--- src/rtl/spi_seq_pkg.sv ---
package spi_seq_pkg;
  localparam logic [3:0] OP_RESET = 4'd0;
  localparam logic [3:0] OP_RD8   = 4'd1;
  localparam logic [3:0] OP_WR8   = 4'd2;
  localparam logic [3:0] OP_RD16  = 4'd3;
  localparam logic [3:0] OP_WR16  = 4'd4;
  localparam logic [3:0] OP_RD32  = 4'd5;
  localparam logic [3:0] OP_WR32  = 4'd6;
  localparam logic [3:0] OP_RDB   = 4'd7;
  localparam logic [3:0] OP_WRB   = 4'd8;
  localparam logic [3:0] OP_RDW   = 4'd9;
  localparam logic [3:0] OP_WRW   = 4'd10;

  localparam logic [3:0] CMD_RESET = 4'b0000;
  localparam logic [3:0] CMD_WRITE = 4'b0010;
  localparam logic [3:0] CMD_READ  = 4'b0011;

  localparam int HDR_BITS = 16;

  typedef enum logic [2:0] {
    S_IDLE, S_LO, S_HI, S_FETCH, S_TAIL, S_GAP
  } seq_state_e;
endpackage

--- src/rtl/spi_sck_div.sv ---
module spi_sck_div #(
  parameter int DIV_W = 8
) (
  input  logic             clk,
  input  logic             rst_n,
  input  logic             clear,
  input  logic [DIV_W-1:0] half,
  output logic             tick
);
  logic [DIV_W-1:0] cnt;
  logic [DIV_W-1:0] lim;
  logic             last;

  assign lim  = (half == '0) ? DIV_W'(1) : half;
  assign last = (cnt >= lim - DIV_W'(1));
  assign tick = !clear && last;

  always_ff @(posedge clk or negedge rst_n) begin
    if (!rst_n)     cnt <= '0;
    else if (clear) cnt <= '0;
    else if (last)  cnt <= '0;
    else            cnt <= cnt + DIV_W'(1);
  end
endmodule

--- src/rtl/spi_shift_unit.sv ---
module spi_shift_unit (
  input  logic        clk,
  input  logic        rst_n,
  input  logic        load_hdr,
  input  logic [15:0] hdr,
  input  logic        load_byte,
  input  logic [7:0]  byte_in,
  input  logic        shift_tx,
  input  logic        sample_rx,
  input  logic        miso,
  output logic        mosi_bit,
  output logic [7:0]  rx_byte
);
  logic [15:0] tx_sh;
  logic [7:0]  rx_sh;

  always_ff @(posedge clk or negedge rst_n) begin
    if (!rst_n) begin
      tx_sh <= '0;
    end else if (load_hdr) begin
      tx_sh <= hdr;
    end else if (load_byte) begin
      tx_sh <= {byte_in, 8'h00};
    end else if (shift_tx) begin
      tx_sh <= {tx_sh[14:0], 1'b0};
    end
  end

  always_ff @(posedge clk or negedge rst_n) begin
    if (!rst_n)         rx_sh <= '0;
    else if (sample_rx) rx_sh <= {rx_sh[6:0], miso};
  end

  assign mosi_bit = tx_sh[15];
  assign rx_byte  = rx_sh;
endmodule

--- src/rtl/spi_cmd_seq.sv ---
module spi_cmd_seq
  import spi_seq_pkg::*;
#(
  parameter int DIV_W = 8,
  parameter int LEN_W = 8
) (
  input  logic             clk,
  input  logic             rst_n,
  input  logic [DIV_W-1:0] half_div,
  input  logic             req_valid,
  output logic             req_ready,
  input  logic [3:0]       req_op,
  input  logic [11:0]      req_addr,
  input  logic [LEN_W-1:0] req_len,
  input  logic [7:0]       wr_data,
  input  logic             wr_valid,
  output logic             wr_ready,
  output logic [7:0]       rd_data,
  output logic             rd_valid,
  output logic             busy,
  output logic             done,
  output logic             err,
  output logic             spi_sck,
  output logic             spi_cs_n,
  output logic             spi_mosi,
  input  logic             spi_miso
);
  localparam int CNT_W = LEN_W + 4;

  seq_state_e       state;
  logic [CNT_W-1:0] bit_cnt, total, bit_nxt;
  logic             is_rd, gap_half, done_q, err_q, rdv_q;
  logic [7:0]       rdd_q;

  // request decode
  logic [LEN_W-1:0] nb;
  logic [3:0]       cmd;
  logic             legal, need_al, rd_op, bad;
  logic [15:0]      hdr;

  always_comb begin
    nb      = '0;
    cmd     = CMD_RESET;
    legal   = 1'b1;
    need_al = 1'b0;
    rd_op   = 1'b0;
    case (req_op)
      OP_RESET: ;
      OP_RD8:  begin nb = LEN_W'(1); cmd = CMD_READ;  rd_op = 1'b1; end
      OP_WR8:  begin nb = LEN_W'(1); cmd = CMD_WRITE; end
      OP_RD16: begin nb = LEN_W'(2); cmd = CMD_READ;  rd_op = 1'b1; end
      OP_WR16: begin nb = LEN_W'(2); cmd = CMD_WRITE; end
      OP_RD32: begin nb = LEN_W'(4); cmd = CMD_READ;  rd_op = 1'b1; need_al = 1'b1; end
      OP_WR32: begin nb = LEN_W'(4); cmd = CMD_WRITE; need_al = 1'b1; end
      OP_RDB:  begin nb = req_len;   cmd = CMD_READ;  rd_op = 1'b1; end
      OP_WRB:  begin nb = req_len;   cmd = CMD_WRITE; end
      OP_RDW:  begin nb = req_len;   cmd = CMD_READ;  rd_op = 1'b1; need_al = 1'b1; end
      OP_WRW:  begin nb = req_len;   cmd = CMD_WRITE; need_al = 1'b1; end
      default: legal = 1'b0;
    endcase
    bad = !legal || (need_al && (req_addr[1:0] != 2'b00));
    hdr = (req_op == OP_RESET) ? 16'h0000 : {cmd, req_addr};
  end

  logic tick, accept, load_hdr;
  logic [7:0] rx_byte;
  logic mosi_bit;

  assign accept   = req_valid && (state == S_IDLE);
  assign load_hdr = accept && !bad;
  assign bit_nxt  = bit_cnt + CNT_W'(1);

  spi_sck_div #(.DIV_W(DIV_W)) u_div (
    .clk   (clk),
    .rst_n (rst_n),
    .clear ((state == S_IDLE) || (state == S_FETCH)),
    .half  (half_div),
    .tick  (tick)
  );

  spi_shift_unit u_shift (
    .clk       (clk),
    .rst_n     (rst_n),
    .load_hdr  (load_hdr),
    .hdr       (hdr),
    .load_byte ((state == S_FETCH) && wr_valid),
    .byte_in   (wr_data),
    .shift_tx  ((state == S_HI) && tick),
    .sample_rx ((state == S_LO) && tick),
    .miso      (spi_miso),
    .mosi_bit  (mosi_bit),
    .rx_byte   (rx_byte)
  );

  always_ff @(posedge clk or negedge rst_n) begin
    if (!rst_n) begin
      state    <= S_IDLE;
      bit_cnt  <= '0;
      total    <= '0;
      is_rd    <= 1'b0;
      gap_half <= 1'b0;
      done_q   <= 1'b0;
      err_q    <= 1'b0;
      rdv_q    <= 1'b0;
      rdd_q    <= '0;
    end else begin
      done_q <= 1'b0;
      err_q  <= 1'b0;
      rdv_q  <= 1'b0;
      case (state)
        S_IDLE: if (accept) begin
          if (bad) begin
            done_q <= 1'b1;
            err_q  <= 1'b1;
          end else begin
            state   <= S_LO;
            is_rd   <= rd_op;
            bit_cnt <= '0;
            total   <= CNT_W'({nb, 3'b000}) + CNT_W'(HDR_BITS);
          end
        end
        S_LO: if (tick) state <= S_HI;
        S_HI: if (tick) begin
          bit_cnt <= bit_nxt;
          if (is_rd && (bit_nxt > CNT_W'(HDR_BITS)) && (bit_nxt[2:0] == 3'b000)) begin
            rdv_q <= 1'b1;
            rdd_q <= rx_byte;
          end
          if (bit_nxt == total)
            state <= S_TAIL;
          else if (!is_rd && (bit_nxt >= CNT_W'(HDR_BITS)) && (bit_nxt[2:0] == 3'b000))
            state <= S_FETCH;
          else
            state <= S_LO;
        end
        S_FETCH: if (wr_valid) state <= S_LO;
        S_TAIL: if (tick) begin
          state    <= S_GAP;
          gap_half <= 1'b0;
        end
        S_GAP: if (tick) begin
          if (gap_half) begin
            state  <= S_IDLE;
            done_q <= 1'b1;
          end else begin
            gap_half <= 1'b1;
          end
        end
        default: state <= S_IDLE;
      endcase
    end
  end

  assign req_ready = (state == S_IDLE);
  assign busy      = (state != S_IDLE);
  assign wr_ready  = (state == S_FETCH);
  assign spi_sck   = (state == S_HI);
  assign spi_cs_n  = (state == S_IDLE) || (state == S_GAP);
  assign spi_mosi  = spi_cs_n ? 1'b0 : mosi_bit;
  assign done      = done_q;
  assign err       = err_q;
  assign rd_valid  = rdv_q;
  assign rd_data   = rdd_q;
endmodule

--- config.mk ---
export PLATFORM = sky130hd
export DESIGN_NAME = spi_cmd_seq
export DESIGN_NICKNAME = d
export VERILOG_FILES = /design/src/rtl/spi_seq_pkg.sv /design/src/rtl/spi_sck_div.sv /design/src/rtl/spi_shift_unit.sv /design/src/rtl/spi_cmd_seq.sv
export SDC_FILE = /design/constraint.sdc
export NUM_CORES = 1
export LEC_CHECK = 0
export ABC_AREA = 1
export BUFFER_PORTS_ARGS = -buffer_cell sky130_fd_sc_hd__buf_2
export CAP_MARGIN = 30
export CORE_MARGIN = 3
export CORE_UTILIZATION = 30
export CTS_BUF_LIST = sky130_fd_sc_hd__clkbuf_16
export DETAILED_ROUTE_END_ITERATION = 8
export HOLD_SLACK_MARGIN = 0.06
export PLACE_DENSITY = 0.47
export RECOVER_POWER = 50
export SYNTH_ARGS = -nofsm -noshare
export SYNTH_HDL_FRONTEND = slang
export SYNTH_SLANG_ARGS = --single-unit
--- constraint.sdc ---
create_clock -name clk -period 2.8 [get_ports clk]
set_clock_uncertainty 0.2 [all_clocks]
set_input_delay 0.28 -clock clk [delete_from_list [all_inputs] [get_ports clk]]
set_output_delay 0.28 -clock clk [all_outputs]
set_load 0.01 [all_outputs]
Word level (Yosys, flattened, before mapping)

Index checks and enable logic that the tools add are counted.
Widths: inputs -> output; s select.

Logic and storage cells: 124
Output and inout bits: 17
Bits in latches: 0
Bits in read-only memories: 0
Bits of input ports: 45
Memory bits (writable): 0
Memories: 0
Flip-flop bits (word level): 72

Shift operators: 0
$mul: 0
Mux-type cells: 40
$lt $le $gt $ge: 3
Div/mod/pow operators: 0
Bitwise gates (word level): 1
Equal/unequal tests: 24
Reduce and logical (&&, ||, !) cells: 40
Add/subtract/negate cells: 4

Operator list:

| operator              | number |
|---|---|
| $mux 16               | 4 |
| $mux 12               | 3 |
| $pmux 8 s4            | 1 |
| $mux 3                | 9 |
| $mux 8                | 3 |
| $pmux 12 s2           | 1 |
| $pmux 3 s6            | 1 |
| $eq 4x3->1 const B    | 4 |
| $mux 1                | 14 |
| $add 11x5->12 const B | 1 |
| $add 12x1->12 const B | 1 |
| $eq 12x12->1          | 1 |
| $eq 4x4->1 const B    | 3 |
| $ge 12x5->1 const B   | 1 |
| $gt 12x5->1 const B   | 1 |
| $ne 2x2->1 const B    | 6 |
| $logic_and 1x1->1     | 11 |
| $reduce_or 11->1      | 1 |
| $reduce_or 5->1       | 2 |
| $reduce_and 3->1      | 3 |
| $add 8x1->8 const B   | 1 |
| $eq 4x2->1 const B    | 2 |
| $ge 8x8->1            | 1 |
| $logic_not 8->1       | 1 |
| other kinds (20)      | 36 |

Depth between registers and ports, before layout

Word-level depth: 9
Gate-level depth with buffers: 20
Gate-level depth less buffers: 19

By module

Synthesis repeated with hierarchy kept, for this count alone.

Cells, all modules: 635
Area total of the unflattened synthesis: 4466.8 um^2

Modules (own cells, without submodules):

| module         | sequential area each (um^2) | times used | area an instance (um^2) | cells each |
|---|---|---|---|---|
| spi_cmd_seq    | 925.9                       | 1          | 2471.1                  | 372 |
| spi_shift_unit | 600.6                       | 1          | 1255.0                  | 159 |
| spi_sck_div    | 200.2                       | 1          | 740.7                   | 104 |

Worst setup path before layout

Ideal clock, no wire load.

Kind: input-to-reg
Start point: in half_div[3]
End point: reg u_shift.tx_sh[11]
Arrival: 2.574 ns
Library setup time: 0.130 ns
Required time: 2.470 ns
Stages: 19
Slack: -0.105 ns
Path through: nor2_1 nor3b_1 a31oi_1 ha_1 nand2_1 nor2_1 xor2_1 inv_1 ha_1 nand2_1 nor2_1 nand4_1 nand3_2 nand2_1 inv_1 nor2_2 nand2_2 buf_2 a31oi_1

Word-level cells in the longest chain between the ends: 7

RTL lines:

| element                       | line                 | RTL |
|---|---|---|
| start, declared               | spi_cmd_seq.sv:9     | `input logic [DIV_W-1:0] half_div,` |
| $logic_not 8->1               | spi_sck_div.sv:14    | `assign lim = (half == '0) ? DIV_W'(1) : half;` |
| $mux 8 *                      | spi_sck_div.sv:14    |  |
| $sub 8x1->8 *                 | spi_sck_div.sv:15    | `assign last = (cnt >= lim - DIV_W'(1));` |
| $ge 8x8->1 *                  | spi_sck_div.sv:15    |  |
| $logic_and 1x1->1 *           | spi_sck_div.sv:16    | `assign tick = !clear && last;` |
| $logic_and 1x1->1 *           | spi_cmd_seq.sv:88    | `.shift_tx ((state == S_HI) && tick),` |
| $reduce_bool 3->1 (no line) * | --                   |  |
| end signal, assigned          | spi_shift_unit.sv:21 | `tx_sh <= hdr;` |
| end signal, assigned          | spi_shift_unit.sv:23 | `tx_sh <= {byte_in, 8'h00};` |
| end signal, assigned          | spi_shift_unit.sv:25 | `tx_sh <= {tx_sh[14:0], 1'b0};` |
| end, declared                 | spi_shift_unit.sv:14 | `logic [15:0] tx_sh;` |

Every way passes the cells marked *; elsewhere a longest branch is shown, timed or not.
A chain may end at the register's enable or synchronous reset.

Worst setup path after layout

Start point: in half_div[3]
End point: reg u_shift.tx_sh[13]

Same word-level chain as after synthesis.

==> impl_table.tex <==
\begin{tabular}{lr}
\hline
Metric & Value \\
\hline
\multicolumn{2}{l}{\textbf{Outcome}} \\
\quad Outcome & finished, violations left \\
\quad Failing checks & capacitance limit, slew limit \\
\multicolumn{2}{l}{\textbf{STA}} \\
\quad Worst slew slack as a fraction of its limit & -3.13\% \\
\quad Total of endpoints with negative setup slack in the final report & 0 \\
\quad Setup repair after global routing missed its margin & yes \\
\quad WHS & $\sim$0.088 ns \\
\quad Time the worst path needs with I/O delays and setup & 2.73 ns \\
\quad Maximum operating frequency & 0.367 GHz \\
\quad Max-slew violation count & 27 \\
\quad Period Utilization, post-route & 97.3\% \\
\quad Final hold violation count & 0 \\
\quad Slew at the pin closest to its max-slew limit & approximately 1.5 ns \\
\quad Aggregate negative setup slack & 0 ns \\
\multicolumn{2}{l}{\textbf{Cells and area}} \\
\quad Area grow syn2layout & 29.7\% \\
\quad Final-stage net count & 698 \\
\quad Count of filler cells inserted in the layout & between 1000 and 1500 \\
\quad Diode insertion count for antenna repair & 0 \\
\quad Flip-flop and latch area & 0.00173 mm\^{}2 \\
\quad Footprint of the multi-input gates & 0.00223 mm\^{}2 \\
\quad Fraction of layout instances using a drive strength above 1 & 23.6\% \\
\multicolumn{2}{l}{\textbf{Critical path}} \\
\quad Reg2reg path depth & 13 \\
\quad Top fanout value on the critical path & 6 \\
\quad Crit Reg-Reg Endpoint & rd\_data[7] \\
\quad Req. time, crit path & about 2.8 ns \\
\quad Most used cell along the critical path & nor2\_4 \\
\quad Cell with the biggest individual delay on the critical path & ha\_1 \\
\quad Kind of end point of the critical path & register \\
\quad Series of cell instances along the critical path & buf\_8, nor2\_4, nor3b\_4, a31oi\_4, ha\_4, nand2\_2, nor2\_2, xor2\_1, inv\_1, ha\_1, nand2\_1, nor2\_2, nand4\_1, nand3\_2, nand2\_2, inv\_4, nor2\_4, buf\_6, nand2\_8, nor2\_4, a31oi\_1 \\
\quad Crit path largest cell delay & $\sim$0.27 ns \\
\quad Flop-to-flop setup slack & 0.42 ns \\
\quad Reg-to-Reg Start & bit\_cnt[0] \\
\quad Arrival time reported for the critical path endpoint & around 2.7 ns \\
\quad Startpoint type of the worst setup path & primary input \\
\quad Setup Crit Path Kind & primary input to register \\
\multicolumn{2}{l}{\textbf{Worst hold path}} \\
\quad Hold EP & is\_rd \\
\quad Hold WC Path Type & primary input to register \\
\quad Start point of the worst hold path & req\_op[0] \\
\quad Min-Delay Path Depth & 3 \\
\multicolumn{2}{l}{\textbf{Drt}} \\
\quad Number of antenna-violating nets in the routed design & 0 \\
\quad Via density per instance & 4.66 \\
\quad Via count & 3821 \\
\quad Number of remaining DRC errors & 0 \\
\quad Starting DRC count in detailed routing & around 140 \\
\quad Number of search-and-repair iterations in the first detailed-routing pass & 6 \\
\quad Overall routed net length & roughly 11000 um \\
\quad Post-detailed-route wirelength per cell & 13.2 um \\
\multicolumn{2}{l}{\textbf{Die}} \\
\quad Initial Utilization & 31.0\% \\
\quad Area of the core & about 0.013 mm\^{}2 \\
\quad Number of ports placed on the die boundary & 62 \\
\quad Die outline height & 123 um \\
\quad Die Wd & 123 um \\
\quad Count of standard-cell rows & 42 \\
\quad Area of the die & 0.0152 mm\^{}2 \\
\multicolumn{2}{l}{\textbf{Synth}} \\
\quad Commonest cells post-synth & nand2\_1 (147), inv\_1 (70), dfrtp\_1 (69) \\
\quad Predominant post-synthesis flop cell & dfrtp\_1 \\
\quad Cell variety after synth & 38 \\
\quad Most area-consuming cells after synthesis & dfrtp\_1 (42\%), nand2\_1 (13\%), inv\_1 (6.4\%) \\
\quad Sequential element share of the synthesized area & a little over two fifths \\
\quad Synthesis Warnings & 0 \\
\quad Most area-hungry cell type in the Yosys netlist & dfrtp\_1 \\
\quad FF+latch count, synth & 69 \\
\quad Syn Std Cell Area & between 0.004 and 0.005 mm\^{}2 \\
\quad Number of flops mapped to enable cells by yosys & 0 \\
\quad Post-Synthesis Net Count & approximately 610 \\
\quad Cell count after synthesis & 548 \\
\quad Dominant cell by count in the synthesized netlist & nand2\_1 \\
\quad Share of the synthesized area in the top cell type & a little over two fifths \\
\quad Post-Synthesis Mean Instance Area & 7.55 um\^{}2 \\
\quad Post-synth ARST share & 100\% \\
\multicolumn{2}{l}{\textbf{Clock tree}} \\
\quad Clk root buf & clkbuf\_16 \\
\quad Clock-pin slew on the worst setup and hold paths & $\sim$0.06 ns \\
\quad Number of buffers inserted during clock tree synthesis & 9 \\
\quad Skew-Pair Late Insertion Delay & 0.33 ns \\
\quad Clock Path Buffers & 2 \\
\quad Clock sink count & 69 \\
\quad CTS tree & done \\
\quad H-tree levels & 3 \\
\multicolumn{2}{l}{\textbf{Power and ir drop}} \\
\quad Share of power burned in the clock network & 30.0\% \\
\quad Power per cell area & about 730 mW/mm\^{}2 \\
\quad Combinational group share of total power & 34.6\% \\
\quad Worst vdd ir & 0.000296 V \\
\quad Internal power of the cells & 2.53 mW \\
\quad Proportion of power drawn by flip-flops and latches & 35.4\% \\
\quad Switching power summed over all nets & 1.37 mW \\
\quad Pwr Total & 3.91 mW \\
\quad Net switching fraction of the power & 35.1\% \\
\quad Static power due to leakage & 2.55 nW \\
\multicolumn{2}{l}{\textbf{Placed design}} \\
\quad HPWL after detailed placement & 8020 um \\
\quad Weighted congestion at the end of routability-driven global placement & about 0.8 \\
\quad Count of input and output buffers & 61 \\
\multicolumn{2}{l}{\textbf{Flow run}} \\
\quad Max cap viols & 1 \\
\multicolumn{2}{l}{\textbf{Global route}} \\
\quad Pin count of the biggest net entering global routing & 44 \\
\quad Global Route Usage Sum & 14.8\% \\
\quad Wire length of the first global-routing pass & 17800 um \\
\quad Vias in the first global route & approximately 3600 \\
\quad Gr ovfl total & 0 \\
\quad Initial antenna violation count & 0 \\
\hline
\end{tabular}
cells by family (layout without fill, tap and decap cells):
| kind of cell | Yosys count | count (layout) | synth area share (%) |
|---|---|---|---|
| simple gates | 268 | 270 | 29.2 |
| fa+ha+maj | 13 | 13 | 3.93 |
| xor+xnor | 12 | 12 | 2.54 |
| compound gates | 101 | 101 | 14.2 |
| buf+inv | 85 | 179 | 8.47 |
| flops | 69 | 69 | 41.7 |
worst max-delay path by stage:
stage / start / endpoint / slack (ns) / cells after the start
after floorplan: half_div[3] / u_shift.tx_sh[1] / 0.001 / 18
after global placement: half_div[3] / u_shift.tx_sh[13] / -0.24 / 18
after detailed placement: half_div[3] / u_shift.tx_sh[12] / -0.34 / 18
after CTS: half_div[3] / u_shift.tx_sh[12] / 0.04 / 18
after global routing: half_div[3] / u_shift.tx_sh[13] / -0.1 / 21
final: half_div[3] / u_shift.tx_sh[13] / 0.07 / 21
cell type report:
class                   instances  share of cell area, %
clock buffers                   9                   4.20
clock inverters                 6                   1.49
inverters                      71                   5.01
multi-input cells             396                   41.6
flip-flops and latches         69                   32.2
well taps                     176                   4.10
repair buffers                 93                   11.4
per-stage QoR:
step | cells | setup WS, ns | util, % | cell area, um^2
2_1_floorplan | 548 | 0.00149 | - | 4190
3_3_place_gp | 793 | -0.242 | 36.3 | 4840
3_5_place_dp | 793 | -0.342 | 36.3 | 4840
4_1_cts | 813 | 0.0355 | 39.0 | 5200
5_1_grt | 820 | -0.0999 | 40.2 | 5370
6_report | 820 | 0.0749 | 40.2 | 5370
layer usage:
| layer | wire (um) | vias up | GRT usage, % |
|---|---|---|---|
| li1 | - | 1982 | - |
| met5 | 0 | - | 0 |
| met1 | 4960 | 1775 | 19.9 |
| met3 | 400 | 6 | 3.25 |
| met4 | 98 | 0 | 3.88 |
| met2 | 5340 | 58 | 24.1 |
critical path, delay by kind of cell:
kind / cells / cell delay (ns)
buffers and inverters: 4 / 0.37
and+or+nand+nor: 12 / 1.26
adders and majority gates: 2 / 0.47
xor gates and xnor gates: 1 / 0.15
AOI/OAI and AO/OA: 2 / 0.19
cells in the final DEF, fill, tap and decap left out, types with 4 or more instances in the layout:
master / Yosys / layout
clkbuf_1: 5 / 12
buf_4: 2 / 22
xor2_1: 7 / 7
inv_1: 70 / 70
a31oi_1: 5 / 4
dlygate4sd3_1: 0 / 5
nand4_1: 7 / 7
o21ai_1: 6 / 13
o21ai_0: 45 / 36
a21oi_2: 0 / 5
ha_1: 13 / 12
nor2_4: 3 / 7
xnor2_1: 5 / 5
o21ai_2: 7 / 9
buf_12: 1 / 4
clkbuf_16: 0 / 9
nand3_2: 2 / 4
nor2_2: 5 / 9
nand2_1: 147 / 143
nand2_2: 8 / 11
dfrtp_1: 69 / 69
nor2_1: 42 / 34
a21oi_1: 15 / 10
buf_2: 6 / 47
nand3_1: 41 / 39
o22ai_1: 12 / 11
flip-flops by register name, indices dropped and copies added (netlist names):
name,flops
u_shift.tx_sh,16
bit_cnt,12
total,9
rd_data,8
u_div.cnt,8
u_shift.rx_byte,8
state,3
done,1
err,1
gap_half,1
is_rd,1
rd_valid,1
power groups by stage:
stage	registers, mW	logic, mW	clock network, mW
final	1.38	1.35	1.17
after global routing	1.41	1.56	1.26
after CTS	1.37	1.29	1.21
after detailed placement	1.39	1.27	0
after global placement	1.38	1.26	0
after floorplan	1.35	0.896	0
timing repair:
item                                    CTS  global route
gates resized for setup                   1            32
endpoints found under the setup margin    1            48
cloned                                    0             2
hold endpoints to repair                 30             0
buffers inserted                          0             5
hold buffers                              5             0
pin swaps                                 0            13
No activity file was read; power rests on OpenSTA's default activity.
